### config.mk
export PLATFORM = sky130hd
export DESIGN_NAME = rgc_cascade
export DESIGN_NICKNAME = d
export VERILOG_FILES = /design/src/rtl/rgc_pkg.sv /design/src/rtl/rgc_desc_check.sv /design/src/rtl/rgc_gate_store.sv /design/src/rtl/rgc_gate_apply.sv /design/src/rtl/rgc_sequencer.sv /design/src/rtl/rgc_cascade.sv
export SDC_FILE = /design/constraint.sdc
export NUM_CORES = 1
export LEC_CHECK = 0
export CAP_MARGIN = 20
export CORE_UTILIZATION = 35
export DETAILED_ROUTE_END_ITERATION = 7
export GPL_TIMING_DRIVEN = 0
export MAX_ROUTING_LAYER = met4
export PLACE_DENSITY = 0.56
export SYNTH_ARGS = -nofsm -noshare
export SYNTH_HDL_FRONTEND = slang
export SYNTH_SLANG_ARGS = --single-unit
### constraint.sdc
create_clock -name clk -period 7.5 [get_ports clk]
set_input_delay 1.5 -clock clk [delete_from_list [all_inputs] [get_ports clk]]
set_output_delay 1.5 -clock clk [all_outputs]
set_load 0.02 [all_outputs]
### src/rtl/rgc_pkg.sv
package rgc_pkg;
   // Wire index field width; the block supports at most 2**TGT_W wires.
   localparam int TGT_W      = 3;
   localparam int WIRE_LIMIT = 8;

   typedef enum logic [1:0] {
      GK_INV  = 2'b00,
      GK_CX   = 2'b01,
      GK_MCX  = 2'b10,
      GK_XCHG = 2'b11
   } gate_kind_e;

   typedef enum logic {
      SQ_IDLE = 1'b0,
      SQ_RUN  = 1'b1
   } seq_state_e;
endpackage

### src/rtl/rgc_desc_check.sv
// Combinational legality check of one incoming gate descriptor.
module rgc_desc_check
   import rgc_pkg::*;
#(
   parameter int NWIRE = 8
) (
   input  gate_kind_e         kind,
   input  logic [NWIRE-1:0]   mask,
   input  logic [TGT_W-1:0]   tgt,
   output logic               legal
);
   logic [NWIRE-1:0] tsel;
   logic             in_range;
   logic             overlap;
   logic             nonempty;
   logic             single;

   for (genvar w = 0; w < NWIRE; w++) begin : g_tsel
      assign tsel[w] = (tgt == TGT_W'(w));
   end

   // With a full-width wire count every encodable index is in range.
   if (NWIRE == WIRE_LIMIT) begin : g_full_range
      assign in_range = 1'b1;
   end else begin : g_part_range
      assign in_range = (tgt < TGT_W'(NWIRE));
   end

   assign overlap  = |(mask & tsel);
   assign nonempty = |mask;
   assign single   = nonempty && ((mask & (mask - NWIRE'(1))) == '0);

   assign legal = in_range
                  && ((kind == GK_INV) || !overlap)
                  && ((kind != GK_CX)  || single)
                  && ((kind != GK_XCHG) || nonempty);
endmodule

### src/rtl/rgc_gate_store.sv
// Descriptor list: append-only storage with a fill count and a read port.
module rgc_gate_store
   import rgc_pkg::*;
#(
   parameter int NWIRE = 8,
   parameter int MAXG  = 32
) (
   input  logic                                  clk,
   input  logic                                  rst_n,
   input  logic                                  clr,
   input  logic                                  wr_en,
   input  logic                                  wr_legal,
   input  gate_kind_e                            wr_kind,
   input  logic [NWIRE-1:0]                      wr_mask,
   input  logic [TGT_W-1:0]                      wr_tgt,
   output logic                                  wr_reject,
   output logic [$clog2(MAXG+1)-1:0]             count,
   input  logic [((MAXG > 1) ? $clog2(MAXG) : 1)-1:0] rd_idx,
   output gate_kind_e                            rd_kind,
   output logic [NWIRE-1:0]                      rd_mask,
   output logic [TGT_W-1:0]                      rd_tgt
);
   localparam int CW = $clog2(MAXG + 1);
   localparam int IW = (MAXG > 1) ? $clog2(MAXG) : 1;
   localparam int DW = 2 + NWIRE + TGT_W;

   logic [DW-1:0] slot_q [MAXG];
   logic          room;
   logic          take;
   logic [DW-1:0] rd_word;

   assign room      = (count < CW'(MAXG));
   assign take      = wr_en && wr_legal && room;
   assign wr_reject = wr_en && !take;

   always_ff @(posedge clk or negedge rst_n) begin
      if (!rst_n) begin
         count <= '0;
      end else if (clr) begin
         count <= '0;
      end else if (take) begin
         count <= count + CW'(1);
      end
   end

   always_ff @(posedge clk) begin
      if (take && !clr) begin
         slot_q[count[IW-1:0]] <= {wr_kind, wr_mask, wr_tgt};
      end
   end

   assign rd_word = slot_q[rd_idx];
   assign rd_kind = gate_kind_e'(rd_word[DW-1 -: 2]);
   assign rd_mask = rd_word[TGT_W +: NWIRE];
   assign rd_tgt  = rd_word[TGT_W-1:0];
endmodule

### src/rtl/rgc_gate_apply.sv
// Applies one reversible gate to a word, one slice of logic per wire.
module rgc_gate_apply
   import rgc_pkg::*;
#(
   parameter int NWIRE = 8
) (
   input  gate_kind_e         kind,
   input  logic [NWIRE-1:0]   mask,
   input  logic [TGT_W-1:0]   tgt,
   input  logic [NWIRE-1:0]   din,
   output logic [NWIRE-1:0]   dout
);
   logic [NWIRE-1:0] tsel;
   logic [NWIRE-1:0] partner;
   logic             all_set;
   logic             tgt_val;
   logic             partner_val;
   logic             flip_ok;
   logic             is_xchg;

   // Lowest set mask bit in one-hot form picks the exchange partner.
   assign partner     = mask & (~mask + NWIRE'(1));
   assign all_set     = &(din | ~mask);
   assign tgt_val     = |(din & tsel);
   assign partner_val = |(din & partner);
   assign is_xchg     = (kind == GK_XCHG);
   assign flip_ok     = (kind == GK_INV) || all_set;

   for (genvar w = 0; w < NWIRE; w++) begin : g_wire
      assign tsel[w] = (tgt == TGT_W'(w));
      assign dout[w] = is_xchg
                       ? (tsel[w] ? partner_val : (partner[w] ? tgt_val : din[w]))
                       : (din[w] ^ (tsel[w] & flip_ok));
   end
endmodule

### src/rtl/rgc_sequencer.sv
// Walks the gate list one entry per cycle, forwards or backwards.
module rgc_sequencer
   import rgc_pkg::*;
#(
   parameter int NWIRE = 8,
   parameter int MAXG  = 32
) (
   input  logic                                  clk,
   input  logic                                  rst_n,
   input  logic                                  in_valid,
   input  logic                                  in_rev,
   input  logic [NWIRE-1:0]                      in_data,
   output logic                                  in_ready,
   input  logic [$clog2(MAXG+1)-1:0]             n_gates,
   output logic [((MAXG > 1) ? $clog2(MAXG) : 1)-1:0] rd_idx,
   output logic [NWIRE-1:0]                      work,
   input  logic [NWIRE-1:0]                      stepped,
   output logic                                  out_valid,
   output logic [NWIRE-1:0]                      out_data
);
   localparam int CW = $clog2(MAXG + 1);
   localparam int IW = (MAXG > 1) ? $clog2(MAXG) : 1;

   seq_state_e      state;
   logic [CW-1:0]   left;
   logic [IW-1:0]   idx;
   logic            rev;

   always_ff @(posedge clk or negedge rst_n) begin
      if (!rst_n) begin
         state     <= SQ_IDLE;
         left      <= '0;
         idx       <= '0;
         rev       <= 1'b0;
         work      <= '0;
         out_valid <= 1'b0;
         out_data  <= '0;
      end else begin
         out_valid <= 1'b0;
         unique case (state)
            SQ_IDLE: begin
               if (in_valid) begin
                  work  <= in_data;
                  left  <= n_gates;
                  rev   <= in_rev;
                  idx   <= in_rev ? IW'(n_gates - CW'(1)) : '0;
                  state <= SQ_RUN;
               end
            end
            SQ_RUN: begin
               if (left == '0) begin
                  out_valid <= 1'b1;
                  out_data  <= work;
                  state     <= SQ_IDLE;
               end else begin
                  work <= stepped;
                  left <= left - CW'(1);
                  idx  <= rev ? (idx - IW'(1)) : (idx + IW'(1));
               end
            end
            default: state <= SQ_IDLE;
         endcase
      end
   end

   assign in_ready = (state == SQ_IDLE);
   assign rd_idx   = idx;
endmodule

### src/rtl/rgc_cascade.sv
// Top level: programmable list of reversible gates evaluated serially.
module rgc_cascade
   import rgc_pkg::*;
#(
   parameter int NWIRE = 8,
   parameter int MAXG  = 32
) (
   input  logic               clk,
   input  logic               rst_n,
   input  logic               cfg_clear,
   input  logic               cfg_valid,
   input  logic [1:0]         cfg_kind,
   input  logic [NWIRE-1:0]   cfg_mask,
   input  logic [2:0]         cfg_tgt,
   output logic               cfg_ready,
   output logic               cfg_err,
   input  logic               in_valid,
   input  logic               in_rev,
   input  logic [NWIRE-1:0]   in_data,
   output logic               in_ready,
   output logic               out_valid,
   output logic [NWIRE-1:0]   out_data
);
   localparam int CW = $clog2(MAXG + 1);
   localparam int IW = (MAXG > 1) ? $clog2(MAXG) : 1;

   if (NWIRE < 2 || NWIRE > WIRE_LIMIT) begin : g_bad_nwire
      $error("rgc_cascade: NWIRE must lie in 2..%0d", WIRE_LIMIT);
   end
   if (MAXG < 1) begin : g_bad_maxg
      $error("rgc_cascade: MAXG must be at least 1");
   end

   gate_kind_e        wr_kind;
   logic              wr_legal;
   logic              wr_reject;
   logic              store_clr;
   logic              store_wr;
   logic [CW-1:0]     gate_cnt;
   logic [IW-1:0]     rd_idx;
   gate_kind_e        rd_kind;
   logic [NWIRE-1:0]  rd_mask;
   logic [2:0]        rd_tgt;
   logic [NWIRE-1:0]  work;
   logic [NWIRE-1:0]  stepped;

   assign wr_kind   = gate_kind_e'(cfg_kind);
   assign cfg_ready = in_ready;
   assign store_clr = cfg_clear && cfg_ready;
   assign store_wr  = cfg_valid && cfg_ready && !cfg_clear;

   rgc_desc_check #(.NWIRE(NWIRE)) u_check (
      .kind  (wr_kind),
      .mask  (cfg_mask),
      .tgt   (cfg_tgt),
      .legal (wr_legal)
   );

   rgc_gate_store #(.NWIRE(NWIRE), .MAXG(MAXG)) u_store (
      .clk       (clk),
      .rst_n     (rst_n),
      .clr       (store_clr),
      .wr_en     (store_wr),
      .wr_legal  (wr_legal),
      .wr_kind   (wr_kind),
      .wr_mask   (cfg_mask),
      .wr_tgt    (cfg_tgt),
      .wr_reject (wr_reject),
      .count     (gate_cnt),
      .rd_idx    (rd_idx),
      .rd_kind   (rd_kind),
      .rd_mask   (rd_mask),
      .rd_tgt    (rd_tgt)
   );

   rgc_gate_apply #(.NWIRE(NWIRE)) u_apply (
      .kind (rd_kind),
      .mask (rd_mask),
      .tgt  (rd_tgt),
      .din  (work),
      .dout (stepped)
   );

   rgc_sequencer #(.NWIRE(NWIRE), .MAXG(MAXG)) u_seq (
      .clk       (clk),
      .rst_n     (rst_n),
      .in_valid  (in_valid),
      .in_rev    (in_rev),
      .in_data   (in_data),
      .in_ready  (in_ready),
      .n_gates   (gate_cnt),
      .rd_idx    (rd_idx),
      .work      (work),
      .stepped   (stepped),
      .out_valid (out_valid),
      .out_data  (out_data)
   );

   always_ff @(posedge clk or negedge rst_n) begin
      if (!rst_n) begin
         cfg_err <= 1'b0;
      end else begin
         cfg_err <= wr_reject;
      end
   end
endmodule

[Word-level counts from Yosys, hierarchy flattened]
Memories as Yosys holds them, arrays and structs flattened.
Cells that the tools add are included.
Storage, ports and cells
  register bits after elaboration: 37
  RAM bits: 416
  input port bits: 27
  output and inout port bits: 12
  memories kept: 1
Memories
  u_store.slot_q: words 32, width 13, rd ports 1, clocked after Yosys merged registers in 0, wr ports 1, line rgc_gate_store.sv:27  | logic [DW-1:0] slot_q [MAXG];
Cells by class
  add/subtract/negate cells: 7
  magnitude comparators: 1
  eq/ne operators: 27
  mux-type cells: 44
  bitwise logic cells: 24
  reduce and logical (&&, ||, !) cells: 41
Operators with widths (number)
  bitwise AND 8 bit: 5
  inequality test 4 bit (second input constant): 8
  OR reduction 8 bit: 4
  2-to-1 mux 1 bit: 30
  equality test 3 bit (second input constant): 8
  2-to-1 mux 6 bit: 4
  AND reduction 3 bit: 8
  2-to-1 mux 5 bit: 4
  2-to-1 mux 8 bit: 2
  one-hot mux 8 bit (2 select lines): 1
  equality test 3 x 2 -> 1 bit (second input constant): 4
  one-hot mux 6 bit (2 select lines): 1
  logical AND 1 bit: 10
  one-hot mux 5 bit (2 select lines): 1
  subtractor 5 x 1 -> 5 bit (second input constant): 2
  adder 8 x 1 -> 8 bit (second input constant): 1
  bitwise AND 1 bit: 8
  logical NOT 8 bit: 1
  NOT 8 bit: 1
  OR 8 bit: 1
  AND reduction 8 bit: 1
  subtractor 8 x 1 -> 8 bit (second input constant): 1
  bitwise XOR 1 bit: 8
  adder 6 x 1 -> 6 bit (second input constant): 1
  16 further kinds: 29

[Longest topological paths before layout]
Gate-level depths: netlist (run 1).
  depth in word-level cells: 12
  mapped depth: 15

[Hierarchy]
A second synthesis (run 1) with hierarchy kept.
Unflattened totals
  cell total of the unflattened synthesis: 1281
  area total of the unflattened synthesis: 19550.0 um2
Modules (own cells, without submodules)
  rgc_gate_store: instances 1, cells an instance 964, area an instance 16807.4 um2
  rgc_sequencer: instances 1, cells an instance 174, area an instance 1670.4 um2
  rgc_gate_apply: instances 1, cells an instance 121, area an instance 848.3 um2
  rgc_desc_check: instances 1, cells an instance 18, area an instance 175.2 um2
  rgc_cascade: instances 1, cells an instance 4, area an instance 48.8 um2

[Worst setup path before layout (run 1)]
OpenSTA, ideal clock, no wires.
  path kind: input to register
  from: input cfg_mask[4]
  to: memory u_store.slot_q[27][0] (netlist bit), enable pin
  setup time: 0.400 ns
  data arrival time: 4.236 ns
  setup slack: 2.864 ns
  stages on the path: 9
  buffers on the path: 1
  path through: nor3_1 nand2b_1 or3_1 o211ai_1 a21oi_1 nor4_1 clkbuf_1 nand2_1 nor3_1
Between the ends
  longest elaborated chain between the ends: 12
  elaborated cells between the ends (all ways): 18
RTL lines
  start: declaration: line rgc_cascade.sv:13  | input logic [NWIRE-1:0] cfg_mask,
  subtractor 8 x 1 -> 8 bit: line rgc_desc_check.sv:31  | assign single = nonempty && ((mask & (mask - NWIRE'(1))) == '0);
  bitwise AND 8 bit: line rgc_desc_check.sv:31
  logical NOT 8 bit: line rgc_desc_check.sv:31
  logical AND 1 bit: line rgc_desc_check.sv:31
  logical OR 1 bit: line rgc_desc_check.sv:35  | && ((kind != GK_CX) || single)
  logical AND 1 bit: line rgc_desc_check.sv:35
  logical AND 1 bit *: line rgc_desc_check.sv:36  | && ((kind != GK_XCHG) || nonempty);
  logical AND 1 bit * (2 in series): line rgc_gate_store.sv:33  | assign take = wr_en && wr_legal && room;
  logical AND 1 bit *: line rgc_gate_store.sv:47  | if (take && !clr) begin
  2-to-1 mux 1 bit *: line rgc_gate_store.sv:47
  2-to-1 mux 1 bit (not written as such) *: line rgc_gate_store.sv:48  | slot_q[count[IW-1:0]] <= {wr_kind, wr_mask, wr_tgt};
  end: declaration: line rgc_gate_store.sv:27
Every way passes the cells marked *; elsewhere a longest branch is shown, timed or not.

[Final worst setup path (run 1)]
  from: input cfg_mask[6]
  to: memory u_store.slot_q[19][3] (netlist bit), enable pin
Same word-level chain as after synthesis.

==> results of run 1 <==
[synthesized netlist by cell type (3+ instances only)]
library cell and number:
a21o_1 5, nor2_1 57, nor2b_1 7, nand2b_1 9, nor3_1 13, edfxtp_1 416
inv_1 18, nor3b_1 3, a21oi_1 26, and4_1 4, buf_6 22, nand2_1 65
nand4_2 3, ha_1 9, buf_4 7, a22oi_1 89, buf_2 20, buf_8 3
a211oi_1 7, a31oi_1 7, o211ai_1 5, dfrtp_1 37, o21a_1 5, nand4_1 9
mux4_2 5, o21ai_1 3, and2_1 5, xor2_1 5, nor4_1 5, a221oi_1 4
xnor2_1 6, o21ai_0 27, nand3_1 60, clkbuf_1 16, o22ai_1 3, or3_1 12
nor2_2 3, mux2i_1 211
[metal layers]
metal / track usage [%] / share of wire (%) / vias up
li1: - / - / 5236
met4: 5.53 / 2.6 / 0
met3: 3.60 / 6.2 / 90
met2: 33.6 / 48 / 419
met5: - / 0 / -
met1: 27.3 / 43 / 6098
[registers in the layout, summed over array words and instances (netlist names)]
register / count
u_seq.left: 6
u_seq.work: 8
u_seq.out_valid: 1
u_seq.state: 1
cfg_err: 1
u_store.slot_q: 416
u_seq.rd_idx: 5
u_seq.rev: 1
u_store.count: 6
u_seq.out_data: 8
[through the flow]
step                TNS [ps]  hold WS (ps)  util, %  instances  cell area, um^2
floorplan                  0           473        -       1261            19400
global placement      -39300           465     38.0       1995            20600
detailed placement         0           474     39.4       2034            21400
CTS                        0           489     42.0       2116            22800
global route               0           506     42.5       2126            23000
finish                     0           481     42.5       2127            23000
[area by class of cell]
type | instances | area, um^2
fillers | 4828 | 31200
repair buffers | 87 | 1290
plain buffers | 70 | 513
well taps | 696 | 871
inverters | 19 | 71.3
clock buffers | 62 | 1230
flip-flops and latches | 453 | 13400
diodes | 1 | 2.50
multi-input cells | 719 | 5470
clock inverters | 20 | 164
[worst max-delay path: cells and delay by family]
| kind | cells | cell delay, ps |
|---|---|---|
| AOI/OAI and AO/OA | 2 | 310 |
| buffers and inverters | 4 | 1670 |
| and+or+nand+nor | 6 | 2280 |
[power breakdown]
| group | switching, mW | internal [mW] |
|---|---|---|
| sequential | 0.113 | 2.85 |
| clock | 0.953 | 1.22 |
| combinational | 2.26 | 1.39 |
| total | 3.32 | 5.46 |
[placed cells by master, fill, tap and decap left out, drive strengths merged, types with 3 or more instances in the layout]
cell type	count
nand3	60
dfrtp	37
mux4	5
and2	5
a211oi	7
o21a	5
nand2	65
or3	12
clkdlybuf4s50	37
nor2b	7
ha	9
a31oi	7
o211ai	6
nor4	6
a221oi	5
mux2i	211
inv	19
buf	102
edfxtp	416
o21ai	31
clkinv	17
a21o	5
a22oi	89
o22ai	3
nand2b	9
nor3	13
nor2	60
a21oi	26
clkbuf	80
and4	4
xnor2	6
a41oi	3
xor2	5
nand4	14
nor3b	3
[final timing paths]
| kind | startpoint | end | slack [ps] |
|---|---|---|---|
| max | cfg_mask[6] | u_store.slot_q[19][3] | 2000 |
| min in group asynchronous | rst_n | u_seq.work[4] | 1050 |
| max reg2reg | u_seq.rd_idx[1] | u_seq.work[3] | 3310 |
| min | u_seq.out_data[3] | u_seq.out_data[3] | 480 |
| min reg2reg | u_seq.out_data[3] | u_seq.out_data[3] | 480 |
| max in group asynchronous | rst_n | u_store.count[1] | 5880 |
[cell families after synthesis]
| group | Yosys count | share of synthesized area [%] |
|---|---|---|
| flops | 453 | 69.2 |
| buf+inv | 89 | 3.01 |
| fa+ha+maj | 11 | 0.736 |
| simple gates | 270 | 7.19 |
| xor+xnor | 11 | 0.497 |
| mux | 218 | 11.6 |
| compound gates | 209 | 7.75 |
==> results.yml, run 1 <==
logic_synthesis:
  syn_area_per_cell_um2: 15.4
  synth_flop_cell: "edfxtp_1"
  synth-warning-count: 0
  synth_cell_types: 78
  synth_top_area_share_pct: 64.4
  synthTopCellsByArea: "edfxtp_1 (64%), mux2i_1 (11%), dfrtp_1 (4.8%)"
  yosys.area.top_type: "edfxtp_1"
  synth-edff-count: 416
  ys_seq_area_share_pct: 69.2
  ys_ff_latch: 453
  async_flop_share_pct: 8.17
  syn-num-nets: 1298
  syn_area_mm2: 0.0194
  synthCells: 1261
routing:
  detailroute.via_count: 11800
  via_per_inst: 5.57
  drtAntennaViolNets: 0
  wl_per_cell_um: 26.7
  routed_wirelength_mm: 56.9
  dr.first_iter.drc_count: 1294
  firstDrtPassIters: 5
  drc: 0
setup_path:
  cp-end-kind: "flip-flop"
  worstSetupStartpointType: "primary input"
  crit_arrival_ps: 5780
  worstPathMaxFanout: 22
  cpPeakStageDelay_ps: 770
  reg2reg_depth: 12
  cp_slowest_cell: "nor2_2"
  path_class: "primary input to flip-flop"
  required_ps: 7780
  crit_chain: "clkdlybuf4s50_1, buf_16, nor3_1, nand2b_1, or3_1, o211ai_1, a21oi_1, nor4_1, clkbuf_1, nand2_1, nor2_2, buf_6"
power_and_ir_drop:
  p_per_area_mw_per_mm2: 381
  power_mw: 8.78
  leakage_nw: 8.02
  peakVddDrop_mv: 0.188
global_route:
  grt_use_total_pct: 20.9
  grt_pass1_vias: 11500
  overflow: 0
  grt_max_degree: 38
  grt_pass1_wl_mm: 81.8
  antenna_found_initial: 0
timing:
  tightest_slew_ps: 1090
  timing.final.crit_share_pct: 73.3
  finalSetupViolations: 0
  min_period_ps: 5500
  finalClockSkew_ps: 15.2
  hold_viol: 0
  fin_ws_ps: 2000
  slew_headroom_pct: 27.5
  maxSlewViolCount: 0
  fmax_mhz: 182
  rsz0062_at_grt: "no"
cts:
  clk_latency_ps: 580
  cts_setup_buffers: 0
  path_clk_slew_ps: 60
  cts_tree: "done"
  cts_hold_buf: 0
  cts_buffer_depth: 3
  cts_root_buf: "clkbuf_16"
  cts.repair.resized: 0
  clkSinkCount: 453
  h-tree-depth: 2
  numCtsBuffers: 47
floorplan:
  initial_core_util_pct: 35.7
  core_mm2: 0.0542
  die-area_mm2: 0.0563
  die_y_um: 237
  die_x_um: 237
  rows: 85
  pin_count: 39
min_path:
  min_path_type: "flip-flop to flip-flop"
  hold_depth: 2
placement:
  io_buffers: 38
  pre_cts_ws_ps: 1090
  dp.final_hpwl_mm: 38.1
  gp_congestion: 0.858
finish:
  layout-drive-gt1-share_pct: 15.5
  area_growth_pct: 18.8
  finish.net_count: 1434
job:
  drv_cap: 0
run_status:
  status: "finished clean"
Note: power is estimated with default switching activity, not from simulation.
==> run 2, diff against run 1 <==
--- a/config.mk
+++ b/config.mk
@@ -10,7 +10,7 @@
 export DETAILED_ROUTE_END_ITERATION = 7
 export GPL_TIMING_DRIVEN = 0
 export MAX_ROUTING_LAYER = met4
-export PLACE_DENSITY = 0.56
+export PLACE_DENSITY = 0.58
 export SYNTH_ARGS = -nofsm -noshare
 export SYNTH_HDL_FRONTEND = slang
 export SYNTH_SLANG_ARGS = --single-unit
==> constraint.sdc (replaced) <==
create_clock -name clk -period 5 [get_ports clk]
set_input_delay 1 -clock clk [delete_from_list [all_inputs] [get_ports clk]]
set_output_delay 1 -clock clk [all_outputs]
set_load 0.02 [all_outputs]
==> run 2 against run 1 <==
Net effect:
- critical path depth stayed put
- cell area is 0.50% higher
- setup slack worse by 1800 ps
- register-to-register slack worse by 2400 ps
- die area stayed put
- clock skew is 13 ps higher
- largest power group unchanged
==> results.yml, run 2 (same netlist as run 1, synthesis figures left out) <==
cts:
  cts_root_buf: "clkbuf_16"
  cts_tree: "done"
  cts_setup_buffers: 0
  clk_latency_ps: 610
  cts_buffer_depth: 3
  h-tree-depth: 2
  clkSinkCount: 453
  path_clk_slew_ps: 60
  numCtsBuffers: 48
setup_path:
  crit_path_start: "cfg_mask[6]"
  endpoint: "u_store.slot_q[9][10]"
  r2r-start: "u_seq.rd_idx[1]"
  path_class: "primary input to flip-flop"
  cp-end-kind: "flip-flop"
  rr_endpoint: "u_seq.work[4]"
  required_ps: 5290
  cp_slowest_cell: "nor2_2"
  worst-path-stages: 12
  cp_top_family: "simple AND/OR/NAND/NOR gates"
  crit_buf_inv: 4
  worstSetupStartpointType: "primary input"
  crit_arrival_ps: 5110
  crit_chain: "clkdlybuf4s50_1, buf_16, nor3_1, nand2b_1, or3_1, o211ai_1, a21oi_1, nor4_1, clkbuf_1, nand2_1, nor2_2, buf_8"
  cpPeakStageDelay_ps: 690
  worstPathMaxFanout: 25
  reg2reg_depth: 12
  ff2ff_setup_slack_ps: 900
global_route:
  grt_pass1_wl_mm: 80.5
  grt_max_degree: 37
  overflow: 0
  grt_use_total_pct: 20.5
  grt_pass1_vias: 11300
  antenna_found_initial: 1
power_and_ir_drop:
  clkPwrFrac_pct: 25.8
  peakVddDrop_mv: 0.303
  leakage_nw: 8.08
  p_int_mw: 8.33
  p_comb_share_pct: 41.0
  p_per_area_mw_per_mm2: 578
  switching_share_pct: 37.7
  p_seq_share_pct: 33.2
  switching_power_mw: 5.05
finish:
  final_util_pct: 42.7
  finish.net_count: 1435
  regArea_mm2: 0.0134
  fin_cells: 2131
  area_growth_pct: 19.4
  multi_input_area_mm2: 0.00551
  nFillCells: 4829
  final_common_cell: "edfxtp_1"
  largest_reg_flops: 416
  diodes: 0
  final_cell_mix: "edfxtp_1 (416), mux2i_1 (211), a22oi_1 (89), nand2_1 (65), nand3_1 (60)"
  layout-drive-gt1-share_pct: 15.9
routing:
  dr.first_iter.drc_count: 1058
  drc: 0
  firstDrtPassIters: 5
  wl_per_cell_um: 26.2
  detailroute.via_count: 11700
  routed_wirelength_mm: 55.9
  via_per_inst: 5.49
  drtAntennaViolNets: 0
timing:
  slew_headroom_pct: 25.5
  timing.final.crit_share_pct: 96.5
  min_period_ps: 4830
  rsz0062_at_grt: "yes"
  hold_viol: 0
  maxSlewViolCount: 0
  tightest_slew_ps: 1110
  finalClockSkew_ps: 28.2
  fmax_mhz: 207
  finalSetupViolations: 0
placement:
  dp.cells: 2035
  gp_congestion: 0.863
  io_buffers: 38
  dp.final_hpwl_mm: 37.0
run_status:
  status: "finished clean"
floorplan:
  rows: 85
  initial_core_util_pct: 35.7
  core_mm2: 0.0542
  die_y_um: 237
  die-area_mm2: 0.0563
  pin_count: 39
  die_x_um: 237
job:
  drv_cap: 0
min_path:
  min_path_type: "primary input to asynchronous set/reset pin"
## run 2: per-layer routing
| metal | track usage (%) | vias up | part of all wire [%] |
|---|---|---|---|
| li1 | - | 5231 | - |
| met1 | 26.2 | 5988 | 42 |
| met2 | 33.5 | 395 | 49 |
| met3 | 3.82 | 82 | 6.6 |
| met4 | 5.45 | 0 | 2.3 |
| met5 | - | - | 0 |
## run 2: power groups by stage
stage | sequential (mW) | combinational (mW) | clock [mW]
after global routing | 4.45 | 5.87 | 3.65
after detailed placement | 4.52 | 5.42 | 0
after CTS | 4.44 | 5.44 | 3.51
final | 4.44 | 5.49 | 3.45
after global placement | 4.51 | 5.35 | 0
after floorplan | 4.49 | 3.68 | 0
## run 2: what timing repair did
item / in CTS / in global routing
gates resized for setup: 3 / 6
hold endpoints to repair: 0 / 0
endpoints found under the setup margin: 134 / 79
cloned: 0 / 0
hold buffers: 0 / 0
## run 2: worst reg2reg max path: stages, from the launching register on
cell,delay (ps)
dfrtp_1,530
and2b_1,500
buf_2,380
buf_2,430
a22oi_1,130
nand3_1,170
nand4_1,380
a211o_1,420
o211ai_1,240
o211ai_2,270
nor2b_1,220
nor4_1,190
a221oi_1,120
## run 2: layout make-up
class	instances	area share, %
clock inverter	20	0.994
sequential	453	58.0
timing repair buffer	87	5.40
tap	696	3.76
buffer	70	2.22
inverter	19	0.308
clock buffer	67	5.58
multi-input combinational	719	23.8
## run 2: per-stage QoR
step                      setup WS (ps)  instance area, um^2  hold WS (ps)  total power [mW]  setup TNS [ps]
after floorplan                     864                19400           473              8.17               0
after global routing               -121                23200           236              14.0           -4220
after global placement            -2680                20600           463              9.86         -625060
final                               174                23200           242              13.4               0
after CTS                          24.4                22900           224              13.4               0
after detailed placement           -837                21400           468              9.93         -230920
## run 2: worst min path at each step
stage | start | end | slack (ps)
floorplan | u_seq.left[1] | u_seq.left[1] | 470
global placement | u_seq.out_data[2] | u_seq.out_data[2] | 460
detailed placement | u_seq.out_data[7] | u_seq.out_data[7] | 470
CTS | rst_n | u_seq.work[0] | 220
global route | rst_n | u_seq.work[0] | 240
finish | rst_n | u_seq.work[0] | 240
==> run 3, diff against run 2 <==
--- a/config.mk
+++ b/config.mk
@@ -10,7 +10,7 @@
 export DETAILED_ROUTE_END_ITERATION = 7
 export GPL_TIMING_DRIVEN = 0
 export MAX_ROUTING_LAYER = met4
-export PLACE_DENSITY = 0.58
+export PLACE_DENSITY = 0.56
 export SYNTH_ARGS = -nofsm -noshare
 export SYNTH_HDL_FRONTEND = slang
 export SYNTH_SLANG_ARGS = --single-unit
==> constraint.sdc (replaced) <==
create_clock -name clk -period 4.5 [get_ports clk]
set_input_delay 0.9 -clock clk [delete_from_list [all_inputs] [get_ports clk]]
set_output_delay 0.9 -clock clk [all_outputs]
set_load 0.02 [all_outputs]
==> run 3 against run 2 <==
Net effect:
- clock skew shrank 10 ps
- first-iteration DRC count grew 23%
- sequential power grew 11%
- cell area grew 0.55%
- final cell count is essentially flat
- combinational power grew 11%
- largest power group unchanged
- highest routed layer unchanged
==> results.yml, run 3 (same netlist as run 1, synthesis figures left out) <==
floorplan:
  die_y_um: 237
  die-area_mm2: 0.0563
  rows: 85
  initial_core_util_pct: 35.7
  pin_count: 39
  core_mm2: 0.0542
  die_x_um: 237
power_and_ir_drop:
  p_comb_share_pct: 41.6
  switching_power_mw: 5.55
  p_int_mw: 9.11
  power_mw: 14.7
  peakVddDrop_mv: 0.316
  clkPwrFrac_pct: 24.8
  p_per_area_mw_per_mm2: 629
  switching_share_pct: 37.8
  p_seq_share_pct: 33.7
  leakage_nw: 8.10
cts:
  clkSinkCount: 453
  numCtsBuffers: 47
  cts_buffer_depth: 3
  clk_latency_ps: 580
  path_clk_slew_ps: 60
  cts_tree: "done"
  h-tree-depth: 2
  cts_root_buf: "clkbuf_16"
  cts_hold_buf: 0
routing:
  routed_wirelength_mm: 57.4
  firstDrtPassIters: 5
  wl_per_cell_um: 26.9
  dr.first_iter.drc_count: 1304
  detailroute.via_count: 11900
  via_per_inst: 5.60
  drc: 0
  drtAntennaViolNets: 0
finish:
  final_common_cell: "edfxtp_1"
  area_growth_pct: 20.1
  largest_reg_flops: 416
  finish.net_count: 1441
  final_cell_mix: "edfxtp_1 (416), mux2i_1 (211), a22oi_1 (89), nand2_1 (61), nand3_1 (60)"
  layout-drive-gt1-share_pct: 16.2
  diodes: 0
global_route:
  grt_use_total_pct: 21.1
  overflow: 0
  grt_max_degree: 38
  antenna_found_initial: 0
  grt_pass1_wl_mm: 82.6
  grt_pass1_vias: 11600
timing:
  hold_viol: 0
  timing.final.crit_share_pct: 96.0
  maxSlewViolCount: 0
  holdWs_ps: 445
  tightest_slew_ps: 1080
  min_period_ps: 4320
  fmax_mhz: 231
  slew_headroom_pct: 27.8
  finalClockSkew_ps: 18.0
  rsz0062_at_grt: "no"
  finalSetupViolations: 0
setup_path:
  worstSetupStartpointType: "primary input"
  ff2ff_setup_slack_ps: 350
  rr_endpoint: "u_seq.work[3]"
  r2r-start: "u_seq.rd_idx[2]"
  reg2reg_depth: 12
  required_ps: 4780
  worstPathMaxFanout: 27
  crit_path_start: "cfg_mask[4]"
  path_class: "primary input to flip-flop"
  cp-end-kind: "flip-flop"
  crit_arrival_ps: 4600
placement:
  gp_congestion: 0.858
  dp.final_hpwl_mm: 38.1
  io_buffers: 38
job:
  drv_cap: 0
run_status:
  status: "finished clean"
min_path:
  min_path_type: "primary input to asynchronous set/reset pin"
[run 3: cell type report]
class / count / area, um^2
fill: 4791 / 31000
tap: 696 / 871
buffer: 70 / 514
sequential: 453 / 13400
clock inverter: 20 / 164
inverter: 19 / 71.3
timing repair buffer: 94 / 1380
clock buffer: 62 / 1230
multi-input combinational: 719 / 5630
[run 3: per-stage QoR]
step                setup WS [ps]  instances  TNS [ps]  utilization, %  area (um^2)
floorplan                     464       1261         0               -        19400
global placement            -3230       1995   -825820            38.0        20600
detailed placement          -1310       2034   -431640            39.4        21400
CTS                          40.9       2120         0            42.4        23000
global route                 39.7       2133         0            42.9        23300
finish                        180       2133         0            42.9        23300
[run 3: per-layer routing]
layer / vias up / GRT usage, % / part of all wire, %
li1: 5253 / - / -
met4: 0 / 5.24 / 2.3
met1: 6177 / 27.8 / 43
met5: - / - / 0
met3: 82 / 3.17 / 6.1
met2: 428 / 34.1 / 49
[run 3: power groups by stage]
stage	Clock [mW]	Combinational (mW)	Sequential (mW)
floorplan	0	4.09	4.99
global placement	0	5.92	5.02
detailed placement	0	5.99	5.02
CTS	3.69	6.02	4.93
global route	3.84	6.45	4.95
finish	3.63	6.09	4.93
[run 3: critical path, stage by stage]
cell and delay, ps:
clkdlybuf4s50_1 620, buf_16 270, nor3_1 260, nand2b_1 120
or3_1 350, o211ai_1 190, a21oi_1 120, nor4_1 360
clkbuf_2 320, nand2_2 310, nor2_4 500, buf_8 230
[run 3: worst max-delay path by stage]
stage / cells after the start / slack (ps) / to
floorplan: 9 / 460 / u_store.slot_q[27][0]
global placement: 11 / -3230 / u_store.slot_q[27][7]
detailed placement: 12 / -1310 / u_store.slot_q[19][11]
CTS: 12 / 40 / u_store.slot_q[27][7]
global route: 12 / 40 / u_store.slot_q[30][10]
finish: 12 / 180 / u_store.slot_q[6][6]
[run 3: timing repair]
action | 4_1_cts | 5_1_grt
buffers inserted | 4 | 3
setup endpoints to repair | 414 | 238
gates resized for setup | 36 | 1
hold endpoints to repair | 0 | 0
gates cloned | 0 | 0
pin swaps | 2 | 2
